### config.mk
export PLATFORM = sky130hd
export DESIGN_NAME = pwt_acceptor
export DESIGN_NICKNAME = d
export VERILOG_FILES = /design/src/rtl/pwt_pkg.sv /design/src/rtl/pwt_claim.sv /design/src/rtl/pwt_stop_gen.sv /design/src/rtl/pwt_ctrl.sv /design/src/rtl/pwt_qwrite.sv /design/src/rtl/pwt_acceptor.sv
export SDC_FILE = /design/constraint.sdc
export NUM_CORES = 1
export LEC_CHECK = 0
export BUFFER_PORTS_ARGS = -buffer_cell sky130_fd_sc_hd__buf_2
export CAP_MARGIN = 20
export CORE_UTILIZATION = 57
export DETAILED_ROUTE_END_ITERATION = 6
export GPL_TIMING_DRIVEN = 1
export PLACE_DENSITY = 0.91
export SLEW_MARGIN = 20
export SYNTH_ARGS = -nofsm -noshare
export SYNTH_HDL_FRONTEND = slang
export SYNTH_SLANG_ARGS = --single-unit
### constraint.sdc
create_clock -name clk -period 6 [get_ports clk]
set_clock_uncertainty 0.05 [all_clocks]
set_input_delay 0.9 -clock clk [delete_from_list [all_inputs] [get_ports clk]]
set_output_delay 0.9 -clock clk [all_outputs]
set_load 0.02 [all_outputs]
### src/rtl/pwt_pkg.sv
package pwt_pkg;

  typedef enum logic [1:0] {
    TAG_NONE = 2'b00,
    TAG_ADDR = 2'b01,
    TAG_DATA = 2'b10,
    TAG_LAST = 2'b11
  } qtag_e;

  typedef enum logic [2:0] {
    ST_IDLE,
    ST_WAIT,
    ST_DSEL,
    ST_XFER,
    ST_HOLD
  } st_e;

  localparam logic [3:0] CMD_MEMWR  = 4'b0111;
  localparam logic [3:0] CMD_MEMWRI = 4'b1111;
  localparam int unsigned PAGE_DW   = 1024;

  function automatic logic is_posted_cmd(input logic [3:0] cmd);
    return (cmd == CMD_MEMWR) || (cmd == CMD_MEMWRI);
  endfunction

  // True when the Dword at address a is the final one of its block.
  function automatic logic at_block_end(input logic [31:0] a, input logic mwi,
                                        input int unsigned cl_dw);
    logic [31:0] mask;
    mask = mwi ? (32'(cl_dw) - 32'd1) : (32'(PAGE_DW) - 32'd1);
    return (({22'd0, a[11:2]} & mask) == mask);
  endfunction

endpackage

### src/rtl/pwt_claim.sv
module pwt_claim
  import pwt_pkg::*;
#(
  parameter logic [31:0] WIN_BASE = 32'h1000_0000,
  parameter logic [31:0] WIN_LIMIT = 32'h1FFF_FFFF,
  parameter int unsigned FREE_W = 6,
  parameter int unsigned MIN_DATA = 8
) (
  input  logic [31:0]       addr,
  input  logic [3:0]        cmd,
  input  logic [FREE_W-1:0] q_free,
  output logic              hit,
  output logic              mwi
);
  localparam logic [FREE_W-1:0] NEED = FREE_W'(MIN_DATA + 1);

  logic in_win;
  logic room;

  assign in_win = (addr >= WIN_BASE) && (addr <= WIN_LIMIT);
  assign room   = (q_free >= NEED);
  assign hit    = is_posted_cmd(cmd) && in_win && room;
  assign mwi    = (cmd == CMD_MEMWRI);
endmodule

### src/rtl/pwt_stop_gen.sv
module pwt_stop_gen
  import pwt_pkg::*;
#(
  parameter int unsigned CL_DW = 8,
  parameter int unsigned FREE_W = 6
) (
  input  logic [31:0]       addr,
  input  logic              mwi,
  input  logic [FREE_W-1:0] remain,
  output logic              stop_bound,
  output logic              stop_full
);
  assign stop_bound = at_block_end(addr, mwi, CL_DW);
  assign stop_full  = (remain == FREE_W'(1));
endmodule

### src/rtl/pwt_ctrl.sv
module pwt_ctrl
  import pwt_pkg::*;
#(
  parameter logic [31:0] WIN_BASE = 32'h1000_0000,
  parameter logic [31:0] WIN_LIMIT = 32'h1FFF_FFFF,
  parameter int unsigned CL_DW = 8,
  parameter int unsigned FREE_W = 6,
  parameter int unsigned MIN_DATA = 8
) (
  input  logic              clk,
  input  logic              rst_n,
  input  logic              frame_n,
  input  logic              irdy_n,
  input  logic [31:0]       ad,
  input  logic [3:0]        cbe_n,
  input  logic [FREE_W-1:0] q_free,
  output logic              devsel_n,
  output logic              trdy_n,
  output logic              stop_n,
  output logic              claim_ev,
  output logic              xfer_ev,
  output logic              last_ev
);
  localparam logic [FREE_W-1:0] ONE = FREE_W'(1);

  st_e               st;
  logic              frame_q;
  logic [31:0]       cur_addr;
  logic              cur_mwi;
  logic [FREE_W-1:0] remain;
  logic              devsel_q, trdy_q, stop_q;

  logic              hit, hit_mwi;
  logic              start;
  logic [31:0]       sg_addr;
  logic [FREE_W-1:0] sg_rem;
  logic              stop_bound, stop_full, stop_next;

  pwt_claim #(
    .WIN_BASE(WIN_BASE), .WIN_LIMIT(WIN_LIMIT),
    .FREE_W(FREE_W), .MIN_DATA(MIN_DATA)
  ) u_claim (
    .addr(ad), .cmd(cbe_n), .q_free(q_free), .hit(hit), .mwi(hit_mwi)
  );

  // Look ahead to the phase the registered outputs will be driving next.
  assign sg_addr = (st == ST_XFER) ? (cur_addr + 32'd4) : cur_addr;
  assign sg_rem  = (st == ST_XFER) ? (remain - ONE) : remain;

  pwt_stop_gen #(.CL_DW(CL_DW), .FREE_W(FREE_W)) u_stop (
    .addr(sg_addr), .mwi(cur_mwi), .remain(sg_rem),
    .stop_bound(stop_bound), .stop_full(stop_full)
  );

  assign stop_next = stop_bound || stop_full;
  assign start     = (st == ST_IDLE) && frame_q && !frame_n;
  assign claim_ev  = start && hit;
  assign xfer_ev   = (st == ST_XFER) && !irdy_n;
  assign last_ev   = xfer_ev && (frame_n || !stop_q);

  assign devsel_n = devsel_q;
  assign trdy_n   = trdy_q;
  assign stop_n   = stop_q;

  always_ff @(posedge clk or negedge rst_n) begin
    if (!rst_n) begin
      st       <= ST_IDLE;
      frame_q  <= 1'b1;
      cur_addr <= '0;
      cur_mwi  <= 1'b0;
      remain   <= '0;
      devsel_q <= 1'b1;
      trdy_q   <= 1'b1;
      stop_q   <= 1'b1;
    end else begin
      frame_q <= frame_n;
      unique case (st)
        ST_IDLE: begin
          if (claim_ev) begin
            cur_addr <= {ad[31:2], 2'b00};
            cur_mwi  <= hit_mwi;
            remain   <= q_free - ONE;
            st       <= ST_WAIT;
          end
        end
        ST_WAIT: begin
          devsel_q <= 1'b0;
          st       <= ST_DSEL;
        end
        ST_DSEL: begin
          trdy_q <= 1'b0;
          stop_q <= !stop_next;
          st     <= ST_XFER;
        end
        ST_XFER: begin
          if (xfer_ev) begin
            if (frame_n) begin
              devsel_q <= 1'b1;
              trdy_q   <= 1'b1;
              stop_q   <= 1'b1;
              st       <= ST_IDLE;
            end else if (!stop_q) begin
              trdy_q <= 1'b1;
              st     <= ST_HOLD;
            end else begin
              cur_addr <= cur_addr + 32'd4;
              remain   <= remain - ONE;
              stop_q   <= !stop_next;
            end
          end
        end
        ST_HOLD: begin
          if (frame_n) begin
            devsel_q <= 1'b1;
            stop_q   <= 1'b1;
            st       <= ST_IDLE;
          end
        end
        default: st <= ST_IDLE;
      endcase
    end
  end

  // TRDY# first falls only after DEVSEL# was already low a clock earlier.
  p_trdy_after_devsel_r3: assert property (@(posedge clk) disable iff (!rst_n)
    $fell(trdy_q) |-> $past(!devsel_q));

  // STOP# is never driven without DEVSEL#.
  p_stop_with_devsel_r9: assert property (@(posedge clk) disable iff (!rst_n)
    !stop_q |-> !devsel_q);

  // a Dword taken with FRAME# high releases every drive on the next clock.
  p_release_at_end_r10: assert property (@(posedge clk) disable iff (!rst_n)
    (xfer_ev && frame_n) |=> (devsel_q && trdy_q && stop_q));

  // while data flows, at least one queue slot remains reserved.
  p_budget_live_r8: assert property (@(posedge clk) disable iff (!rst_n)
    (st == ST_XFER) |-> (remain != '0));

  // once running, TRDY# holds low until the burst ends or disconnects.
  p_no_wait_r4: assert property (@(posedge clk) disable iff (!rst_n)
    ($past(st == ST_XFER) && !$past(xfer_ev)) |-> !trdy_q);
endmodule

### src/rtl/pwt_qwrite.sv
module pwt_qwrite
  import pwt_pkg::*;
(
  input  logic        clk,
  input  logic        rst_n,
  input  logic        claim_ev,
  input  logic        xfer_ev,
  input  logic        last_ev,
  input  logic [31:0] ad,
  input  logic [3:0]  cbe_n,
  output logic        q_push,
  output logic [1:0]  q_tag,
  output logic [31:0] q_data,
  output logic [3:0]  q_be
);
  logic open_q;

  always_ff @(posedge clk or negedge rst_n) begin
    if (!rst_n) begin
      q_push <= 1'b0;
      q_tag  <= TAG_NONE;
      q_data <= '0;
      q_be   <= '0;
    end else begin
      q_push <= claim_ev || xfer_ev;
      if (claim_ev) begin
        q_tag  <= TAG_ADDR;
        q_data <= ad;
        q_be   <= cbe_n;
      end else if (xfer_ev) begin
        q_tag  <= last_ev ? TAG_LAST : TAG_DATA;
        q_data <= ad;
        q_be   <= ~cbe_n;
      end else begin
        q_tag <= TAG_NONE;
      end
    end
  end

  // Tracks whether a transaction is open in the pushed stream.
  always_ff @(posedge clk or negedge rst_n) begin
    if (!rst_n) open_q <= 1'b0;
    else if (q_push) open_q <= (q_tag == TAG_ADDR) || (q_tag == TAG_DATA);
  end

  // an address entry never lands inside an unfinished transaction.
  p_addr_starts_r5: assert property (@(posedge clk) disable iff (!rst_n)
    (q_push && (q_tag == TAG_ADDR)) |-> !open_q);

  // data entries only follow an address entry of the same transaction.
  p_data_inside_r11: assert property (@(posedge clk) disable iff (!rst_n)
    (q_push && (q_tag != TAG_ADDR)) |-> open_q);
endmodule

### src/rtl/pwt_acceptor.sv
module pwt_acceptor
  import pwt_pkg::*;
#(
  parameter logic [31:0] WIN_BASE = 32'h1000_0000,
  parameter logic [31:0] WIN_LIMIT = 32'h1FFF_FFFF,
  parameter int unsigned CL_DW = 8,
  parameter int unsigned FREE_W = 6,
  parameter int unsigned MIN_DATA = 8
) (
  input  logic              clk,
  input  logic              rst_n,
  input  logic              frame_n,
  input  logic              irdy_n,
  input  logic [31:0]       ad,
  input  logic [3:0]        cbe_n,
  input  logic [FREE_W-1:0] q_free,
  output logic              devsel_n,
  output logic              trdy_n,
  output logic              stop_n,
  output logic              q_push,
  output logic [1:0]        q_tag,
  output logic [31:0]       q_data,
  output logic [3:0]        q_be
);
  logic claim_ev, xfer_ev, last_ev;

  pwt_ctrl #(
    .WIN_BASE(WIN_BASE), .WIN_LIMIT(WIN_LIMIT), .CL_DW(CL_DW),
    .FREE_W(FREE_W), .MIN_DATA(MIN_DATA)
  ) u_ctrl (
    .clk(clk), .rst_n(rst_n), .frame_n(frame_n), .irdy_n(irdy_n),
    .ad(ad), .cbe_n(cbe_n), .q_free(q_free),
    .devsel_n(devsel_n), .trdy_n(trdy_n), .stop_n(stop_n),
    .claim_ev(claim_ev), .xfer_ev(xfer_ev), .last_ev(last_ev)
  );

  pwt_qwrite u_qw (
    .clk(clk), .rst_n(rst_n), .claim_ev(claim_ev), .xfer_ev(xfer_ev),
    .last_ev(last_ev), .ad(ad), .cbe_n(cbe_n),
    .q_push(q_push), .q_tag(q_tag), .q_data(q_data), .q_be(q_be)
  );

  // nothing is ever claimed while a non-posted command sits on the bus.
  p_claim_cmd_r1: assert property (@(posedge clk) disable iff (!rst_n)
    claim_ev |-> ((cbe_n == CMD_MEMWR) || (cbe_n == CMD_MEMWRI)));
endmodule

After elaboration in Yosys (flattened, before gate mapping)
Index checks and enable logic that the tools add are counted.

cells by class
  multiplexer cells = 38
  eq/ne operators = 14
  reductions and logical operators = 28
  bitwise gates (word level) = 2
  order comparisons = 3
  add/sub/neg operators = 3

operator list
  cell                                                                                   count
  32-bit 2-to-1 mux                                                                      6
  32-bit one-hot mux with 2 select lines                                                 1
  32-bit by 3-bit adder with 32-bit output, second input constant                        1
  10-bit by 32-bit bitwise AND with 32-bit output                                        1
  32-bit equality test                                                                   1
  32-bit by 29-bit greater-or-equal comparator with 1-bit output, second input constant  1
  32-bit by 29-bit less-or-equal comparator with 1-bit output, second input constant     1
  6-bit 2-to-1 mux                                                                       5
  3-bit 2-to-1 mux                                                                       5
  3-bit one-hot mux with 5 select lines                                                  1
  12-bit 2-to-1 mux                                                                      1
  6-bit one-hot mux with 2 select lines                                                  1
  6-bit by 1-bit subtractor with 6-bit output, second input constant                     2
  1-bit 2-to-1 mux                                                                       10
  10-bit 2-to-1 mux                                                                      1
  1-bit logical AND                                                                      8
  4-bit 2-to-1 mux                                                                       2
  3-bit by 2-bit equality test with 1-bit output, second input constant                  2
  6-bit by 1-bit equality test with 1-bit output, second input constant                  1
  6-bit by 4-bit greater-or-equal comparator with 1-bit output, second input constant    1
  2-bit by 1-bit != test with 1-bit output, second input constant                        3
  1-bit one-hot mux with 3 select lines                                                  2
  3-bit AND reduction                                                                    2
  2-bit nonzero test                                                                     3
  16 further kinds                                                                       26

word-level totals
  flip-flop bits (word level) = 85
  input port bits = 46
  logic and storage cells = 100
  output and inout port bits = 42

Longest topological paths before layout
Gate-level depths: netlist of the first run.

  depth in word-level cells = 10
  mapped depth = 10
  gate-level depth less buffers = 8

By module
A second synthesis of the first run with hierarchy kept.

unflattened totals
  cell total of the unflattened synthesis = 538
  area total of the unflattened synthesis = 4982.3 um2

modules (own cells, without submodules)
  module        cells each  sequential area each (um2)  area each (um2)  instances
  pwt_ctrl      429         1106.1                      3377.0           1
  pwt_qwrite    96          975.9                       1517.7           1
  pwt_stop_gen  6           0.0                         46.3             1
  pwt_claim     7           0.0                         41.3             1

Worst setup path after synthesis of the first run
No wires, ideal clock.

  path kind = input to register
  start point = in q_free[1]
  end point = reg u_qw.q_data[0]
  buffers on the path = 3
  cell stages on the path = 10
  data arrival time = 2.620 ns
  slack = 3.204 ns
  required time = 5.825 ns
  path through = inv_1 ha_1 or3b_1 a211oi_1 or3_1 buf_6 and2_4 buf_6 buf_8 mux2_4

on the way
  longest elaborated chain between the ends = 4
  elaborated cells between the ends (all ways) = 5
  those cells by class = order compare (1); mux (1); reduce/logical (3)

RTL lines
  element                                                         line                source
  start, declared                                                 pwt_acceptor.sv:16  input logic [FREE_W-1:0] q_free,
  6-bit by 4-bit greater-or-equal comparator with 1-bit output *  pwt_claim.sv:21     assign room = (q_free >= NEED);
  1-bit logical AND *                                             pwt_claim.sv:22     assign hit = is_posted_cmd(cmd) && in_win && room;
  1-bit logical AND *                                             pwt_ctrl.sv:57      assign claim_ev = start && hit;
  32-bit 2-to-1 mux / 2-bit nonzero test (equally long branches)  --
  end signal, assigned                                            pwt_qwrite.sv:22    q_data <= '0;
  end signal, assigned                                            pwt_qwrite.sv:28    q_data <= ad;
  end signal, assigned                                            pwt_qwrite.sv:32    q_data <= ad;
  end, declared                                                   pwt_qwrite.sv:13    output logic [31:0] q_data,

Every way passes the cells marked *; elsewhere a longest branch is shown, timed or not.
A chain may end at the register's enable or synchronous reset.

Worst setup path in the final report of the first run
  start point = in q_free[1]
  end point = reg u_qw.q_data[5]

The elaborated chain is that of the path after synthesis.

==> results of run 1 <==
critical path, delay by kind of cell:
family / cells / cell delay, ns
mux: 1 / 0.40
compound gates: 1 / 0.28
simple gates: 3 / 1.44
buf+inv: 2 / 0.18
fa+ha+maj: 1 / 0.19
cell usage after synthesis, drive strengths merged, types with 3 or more instances:
cell,count,share of area
inv,8,0.0089
dfrtp,59,0.44
a31oi,11,0.020
dfstp,4,0.031
nand3,9,0.013
ha,4,0.015
or3,3,0.0056
xnor2,3,0.0078
xor2,5,0.013
nand2,38,0.042
o21ai,19,0.028
a21oi,25,0.040
mux2,33,0.14
nor2,20,0.022
buf,10,0.034
a22o,3,0.0078
a211oi,6,0.013
clkbuf,12,0.013
nor3,7,0.010
nand4,4,0.0074
o22ai,6,0.011
nand2b,4,0.0074
o211ai,3,0.0067
power groups by stage:
stage	clock, uW	sequential, uW	combinational [uW]
2_1_floorplan	0	933	717
3_3_place_gp	0	819	1030
5_1_grt	451	861	1170
4_1_cts	431	829	1080
3_5_place_dp	0	833	1070
6_report	425	834	1080
registers in the layout, indices dropped and copies added (netlist names):
name / flops
u_qw.q_data: 32
u_ctrl.cur_addr: 10
u_ctrl.remain: 6
u_qw.q_be: 4
u_ctrl.st: 3
u_qw.q_tag: 2
u_ctrl.cur_mwi: 1
u_ctrl.devsel_n: 1
u_ctrl.frame_q: 1
u_ctrl.stop_n: 1
u_ctrl.trdy_n: 1
u_qw.q_push: 1
path summary, 6_finish.rpt:
path | cells past startpoint | end
setup / recovery | 8 | u_qw.q_data[5]
hold / removal | 1 | u_qw.q_data[31]
setup reg to reg | 6 | u_ctrl.remain[2]
hold reg to reg | 1 | u_qw.q_data[31]
max in group asynchronous | 2 | u_ctrl.frame_q
min in group asynchronous | 1 | u_qw.q_data[6]
layer usage:
| layer | track usage | wire [um] | part of all wire | up-vias |
|---|---|---|---|---|
| met5 | 0 | 0 | 0 | - |
| met4 | 0.0909 | 102 | 0.014 | 0 |
| met3 | 0.0586 | 471 | 0.062 | 10 |
| met2 | 0.428 | 3680 | 0.49 | 98 |
| met1 | 0.327 | 3300 | 0.44 | 1300 |
| li1 | - | - | - | 1316 |
metrics by stage:
step                utilization  cell area (sq um)  hold WS [ns]  total power (uW)  cells
global placement          0.670               3760         0.435              1850    460
floorplan                     -               3370         0.429              1650    321
CTS                       0.711               3990         0.458              2340    476
global route              0.711               3990         0.468              2480    476
detailed placement        0.670               3760         0.438              1910    460
finish                    0.711               3990         0.459              2340    476
cell families (layout without fill, tap and decap cells):
family | count (synthesis) | count (layout) | share of synthesized area
and+or+nand+nor | 99 | 99 | 0.141
buffers and inverters | 30 | 113 | 0.0560
xor gates and xnor gates | 8 | 8 | 0.0208
AOI/OAI and AO/OA | 83 | 83 | 0.153
muxes | 34 | 34 | 0.145
adders and majority gates | 4 | 4 | 0.0148
DFF | 63 | 63 | 0.469
cell type report:
type,instances,area (sq um)
Clock buffer,11,151
Clock inverter,5,80.1
Fill cell,422,1620
Inverter,8,30.0
Multi-Input combinational cell,228,1600
Sequential cell,63,1580
Tap cell,72,90.1
Timing Repair Buffer,89,450
==> metrics.csv, run 1 <==
metric,value,unit
routability cong.,0.875,
minimum clock period,3.24,ns
Bufs on Longest Clock Path,2,
"setup slack, reg-to-reg",3.35,ns
Synth Flop Type,dfrtp_1,
status,completed,
worst r2r src,u_ctrl.st[0],
share of cells above drive strength 1,0.356,
Routed WL,7.56,mm
die area,6230,sq um
Final TNS setup,0,ns
H-Tree Depth,3,
Iter 0 DRT Violations,234,
CTS Buf Count,9,
CTS tree,yes,
Psw,965,uW
Synth async-reset ratio,1.00,
die width,78.9,um
Max IR drop VDD,0.336,mV
Worst Hold Class,register to register,
drt drc,0,
"CTS clk-pin slew, worst paths",0.07,ns
Leak,0.00191,uW
Fmax achieved,309,MHz
Inserted Diodes,0,
Slew Limit Fails,0,
number of max-cap violations,0,
hold wc startpoint,u_qw.q_data[31],
Slowest cell on crit path,and2_4,
vias in the first global route,2553,
post-synthesis register bit count,63,
sw frac,0.413,
Die Ht,78.9,um
critical path class,input port to register,
number of flops mapped to enable cells by yosys,0,
final net count,449,
largest net degree at the start of global routing,41,
Final WS setup,2.76,ns
type of destination of the critical path,register,
GR Overflow Total,0,
Setup Slack @ Placement,2.38,ns
fin crit share,0.540,
Slew @ Worst Pin,0.710,ns
port bufs,87,
Flop pwr share,0.357,
Post-CTS Setup Bufs,0,
Core Region,5610,sq um
Critical path origin,q_free[1],
I/O pin cnt,88,
most frequent cells in the layout,"buf_2, dfrtp_1, nand2_1",
Post-DRT Antenna Nets,0,
Sink Count,63,
worst-path cell chain,"buf_2, inv_1, ha_1, or3b_1, a211oi_1, or3_1, and2_4, mux2_2",
"most common cell after layout, fill and taps aside",buf_2,
Slew HR,0.527,
CTS root buffer,clkbuf_8,
first-pass GRT wire length,12.3,mm
unrepaired setup endpoints after global routing,no,
post-synthesis average cell area,10.5,sq um
layout overhead on the synthesized area,18.2,%
Pint,1370,uW
post-CTS resize count,0,
"Setup violations, final",0,
Worst Path Arrival,3.42,ns
Required @ worst endpoint,6.18,ns
Yosys cell types,47,
register area share after synthesis,0.469,
syn_nets,371,
Yosys Warn Count,0,
Synth Cell Area,3370,sq um
Fin. Hold Viols,0,
CP max FO,33,
Detailed Routing Iterations Pass 1,4,
Post-CTS Hold Fix Bufs,0,
antenna violations before repair,0,
Synth Instances,321,
per-cell routed wire length,15.9,um
routed vias/inst,5.72,
combinational share of power,0.461,
CP max stage delay,0.63,ns
total track usage,0.256,
Initial Util,0.602,
Startpoint Class,input port,
clock latency on the worst-skew pair,0.35,ns
Clk pwr share,0.182,
post-DP HPWL,5.20,mm
PD cells,586,nW/um^2
Via Count,2724,
Rows,27,
Power figures use the tool's default switching activity.
==> run 2: changes to the inputs <==
- CORE_UTILIZATION: 57 -> 53
- PLACE_DENSITY: 0.91 -> 0.86
- clock period: 6 -> 3.12 ns (I/O delays scaled with it)
==> run 2 against run 1 <==
Against the previous run: design area up 0.85%; sequential power increased by 92%; global-route usage decreased by 0.76 points; register-to-register slack lost 2.6 ns; total power grew 92%; critical path depth fell by 1; combinational power up 96%; first-iteration DRC count down 31%; critical path type is now register to register; largest power group unchanged.
==> metrics.csv, run 2 (synthesis results as in run 1) <==
metric,value,unit,change
status,completed,,
CTS root buffer,clkbuf_8,,
Inserted Diodes,0,,unchanged
routed vias/inst,5.65,,-1.2%
Slew Limit Fails,0,,unchanged
Via Count,2731,,+0.26%
drt drc,0,,unchanged
unrepaired setup endpoints after global routing,no,,
CTS tree,yes,,
port bufs,87,,unchanged
final net count,454,,+1.1%
Iter 0 DRT Violations,162,,-31%
"CTS clk-pin slew, worst paths",0.07,ns,about the same
"most common cell after layout, fill and taps aside",buf_2,,
I/O pin cnt,88,,unchanged
post-CTS resize count,0,,unchanged
routability cong.,0.862,,-1.4%
first-pass GRT wire length,12.4,mm,+1.1%
CP max stage delay,0.52,ns,-0.11 ns
minimum clock period,2.39,ns,
post-DP HPWL,5.25,mm,+0.98%
number of max-cap violations,0,,unchanged
post-layout util,0.667,,-0.0437
Worst Path Arrival,2.61,ns,-0.81 ns
critical path class,register to register,,
Die Ht,81.8,um,+3.6%
fin crit share,0.766,,
Flop pwr share,0.357,,about the same
Placed Area,3810,sq um,+1.4%
die area,6690,sq um,+7.4%
vias in the first global route,2722,,+6.6%
CTS Buf Count,9,,unchanged
Clk pwr share,0.172,,-0.010
die width,81.8,um,+3.6%
largest net degree at the start of global routing,39,,-4.9%
combinational share of power,0.472,,+0.011
Pwr Total,4490,uW,+92%
Setup Slack @ Placement,0.368,ns,-2.02 ns
Leak,0.00194,uW,+1.4%
Startpoint Class,register,,
"Design Area, Final",4020,sq um,+0.85%
GR Overflow Total,0,,unchanged
Core Region,6030,sq um,+7.5%
Bufs on Longest Clock Path,2,,unchanged
Initial Util,0.560,,-0.0417
Pint,2650,uW,+93%
cell family contributing the most delay on the critical path,compound AO/OA/AOI/OAI gates,,
PD cells,1120,nW/um^2,+90%
type of destination of the critical path,register,,
Rows,28,,+3.7%
sw frac,0.410,,-0.00247
Sink Count,63,,unchanged
Post-CTS Hold Fix Bufs,0,,unchanged
Psw,1840,uW,+91%
most frequent cells in the layout,"buf_2, dfrtp_1, nand2_1",,
Slew HR,0.615,,+0.0883
biggest regs,"u_qw.q_data (32), u_ctrl.cur_addr (10), u_ctrl.remain (6)",,
Required @ worst endpoint,3.34,ns,-2.84 ns
Slew @ Worst Pin,0.578,ns,-0.132 ns
Final WS setup,0.730,ns,-2.03 ns
total track usage,0.249,,-0.00761
layout overhead on the synthesized area,19.2,%,
Post-DRT Antenna Nets,0,,unchanged
Routed WL,7.46,mm,-1.3%
"Setup violations, final",0,,unchanged
Final TNS setup,0,ns,unchanged
Fmax achieved,418,MHz,
antenna violations before repair,0,,unchanged
Fin. Hold Viols,0,,unchanged
Worst Hold Class,input port to asynchronous set/reset pin,,
clock latency on the worst-skew pair,0.34,ns,about the same
Layout fillers,443,,+5.0%
H-Tree Depth,3,,unchanged
per-cell routed wire length,15.4,um,-2.7%
worst-path cell chain,"ha_1, nand3_1, nor2_1, xor2_1, a32o_1, o211ai_1, a221o_1",,
Detailed Routing Iterations Pass 1,4,,unchanged
Max IR drop VDD,0.573,mV,+71%
CP max FO,10,,-70%
Top reg by flops,u_qw.q_data,,
CP bufs+invs,0,,-2
share of cells above drive strength 1,0.360,,+0.00386
max reg flops,32,,unchanged
Post-CTS Setup Bufs,0,,unchanged
Slowest cell on crit path,dfrtp_1,,
run 2: worst paths after layout:
| path | startpoint | to | slack (ns) | cells past startpoint |
|---|---|---|---|---|
| worst max-delay path | u_ctrl.cur_addr[2] | u_ctrl.stop_n | 0.73 | 7 |
| worst min-delay path | rst_n | u_qw.q_be[0] | 0.07 | 1 |
| worst max register to register | u_ctrl.cur_addr[2] | u_ctrl.stop_n | 0.73 | 7 |
| worst min register to register | u_qw.q_data[3] | u_qw.q_data[3] | 0.46 | 1 |
| max in group asynchronous | rst_n | u_qw.q_data[14] | 2.04 | 2 |
| min in group clk | frame_n | u_ctrl.frame_q | 0.23 | 1 |
run 2: layer usage:
layer / track usage / part of all wire / up-vias
met5: 0 / 0 / -
met4: 0.0895 / 0.0051 / 0
li1: - / - / 1329
met2: 0.423 / 0.50 / 81
met3: 0.0600 / 0.058 / 5
met1: 0.305 / 0.43 / 1316
run 2: through the flow:
stage	std cells	hold slack, ns
after floorplan	321	0.122
after global placement	468	0.435
after detailed placement	468	0.440
after CTS	483	0.0831
after global routing	483	0.107
final	483	0.0707
run 2: worst reg2reg max path: stages (launching register included):
cell and delay, ns:
dfrtp_1 0.52, ha_1 0.36, nand3_1 0.21, nor2_1 0.31, xor2_1 0.18, a32o_1 0.18, o211ai_1 0.13, a221o_1 0.38
run 2: layout make-up:
type | count | area (sq um) | area share
Tap cell | 75 | 93.8 | 0.0233
Timing Repair Buffer | 94 | 500 | 0.124
Clock buffer | 11 | 141 | 0.0352
Multi-Input combinational cell | 228 | 1600 | 0.399
Inverter | 8 | 30.0 | 0.00747
Sequential cell | 63 | 1580 | 0.393
Clock inverter | 4 | 70.1 | 0.0174
run 2: power by group through the flow:
stage	Sequential, uW	Combinational, uW	Clock, uW
finish	1600	2120	770
global placement	1580	2030	0
floorplan	1790	1380	0
detailed placement	1590	2100	0
global route	1660	2320	818
CTS	1590	2120	783
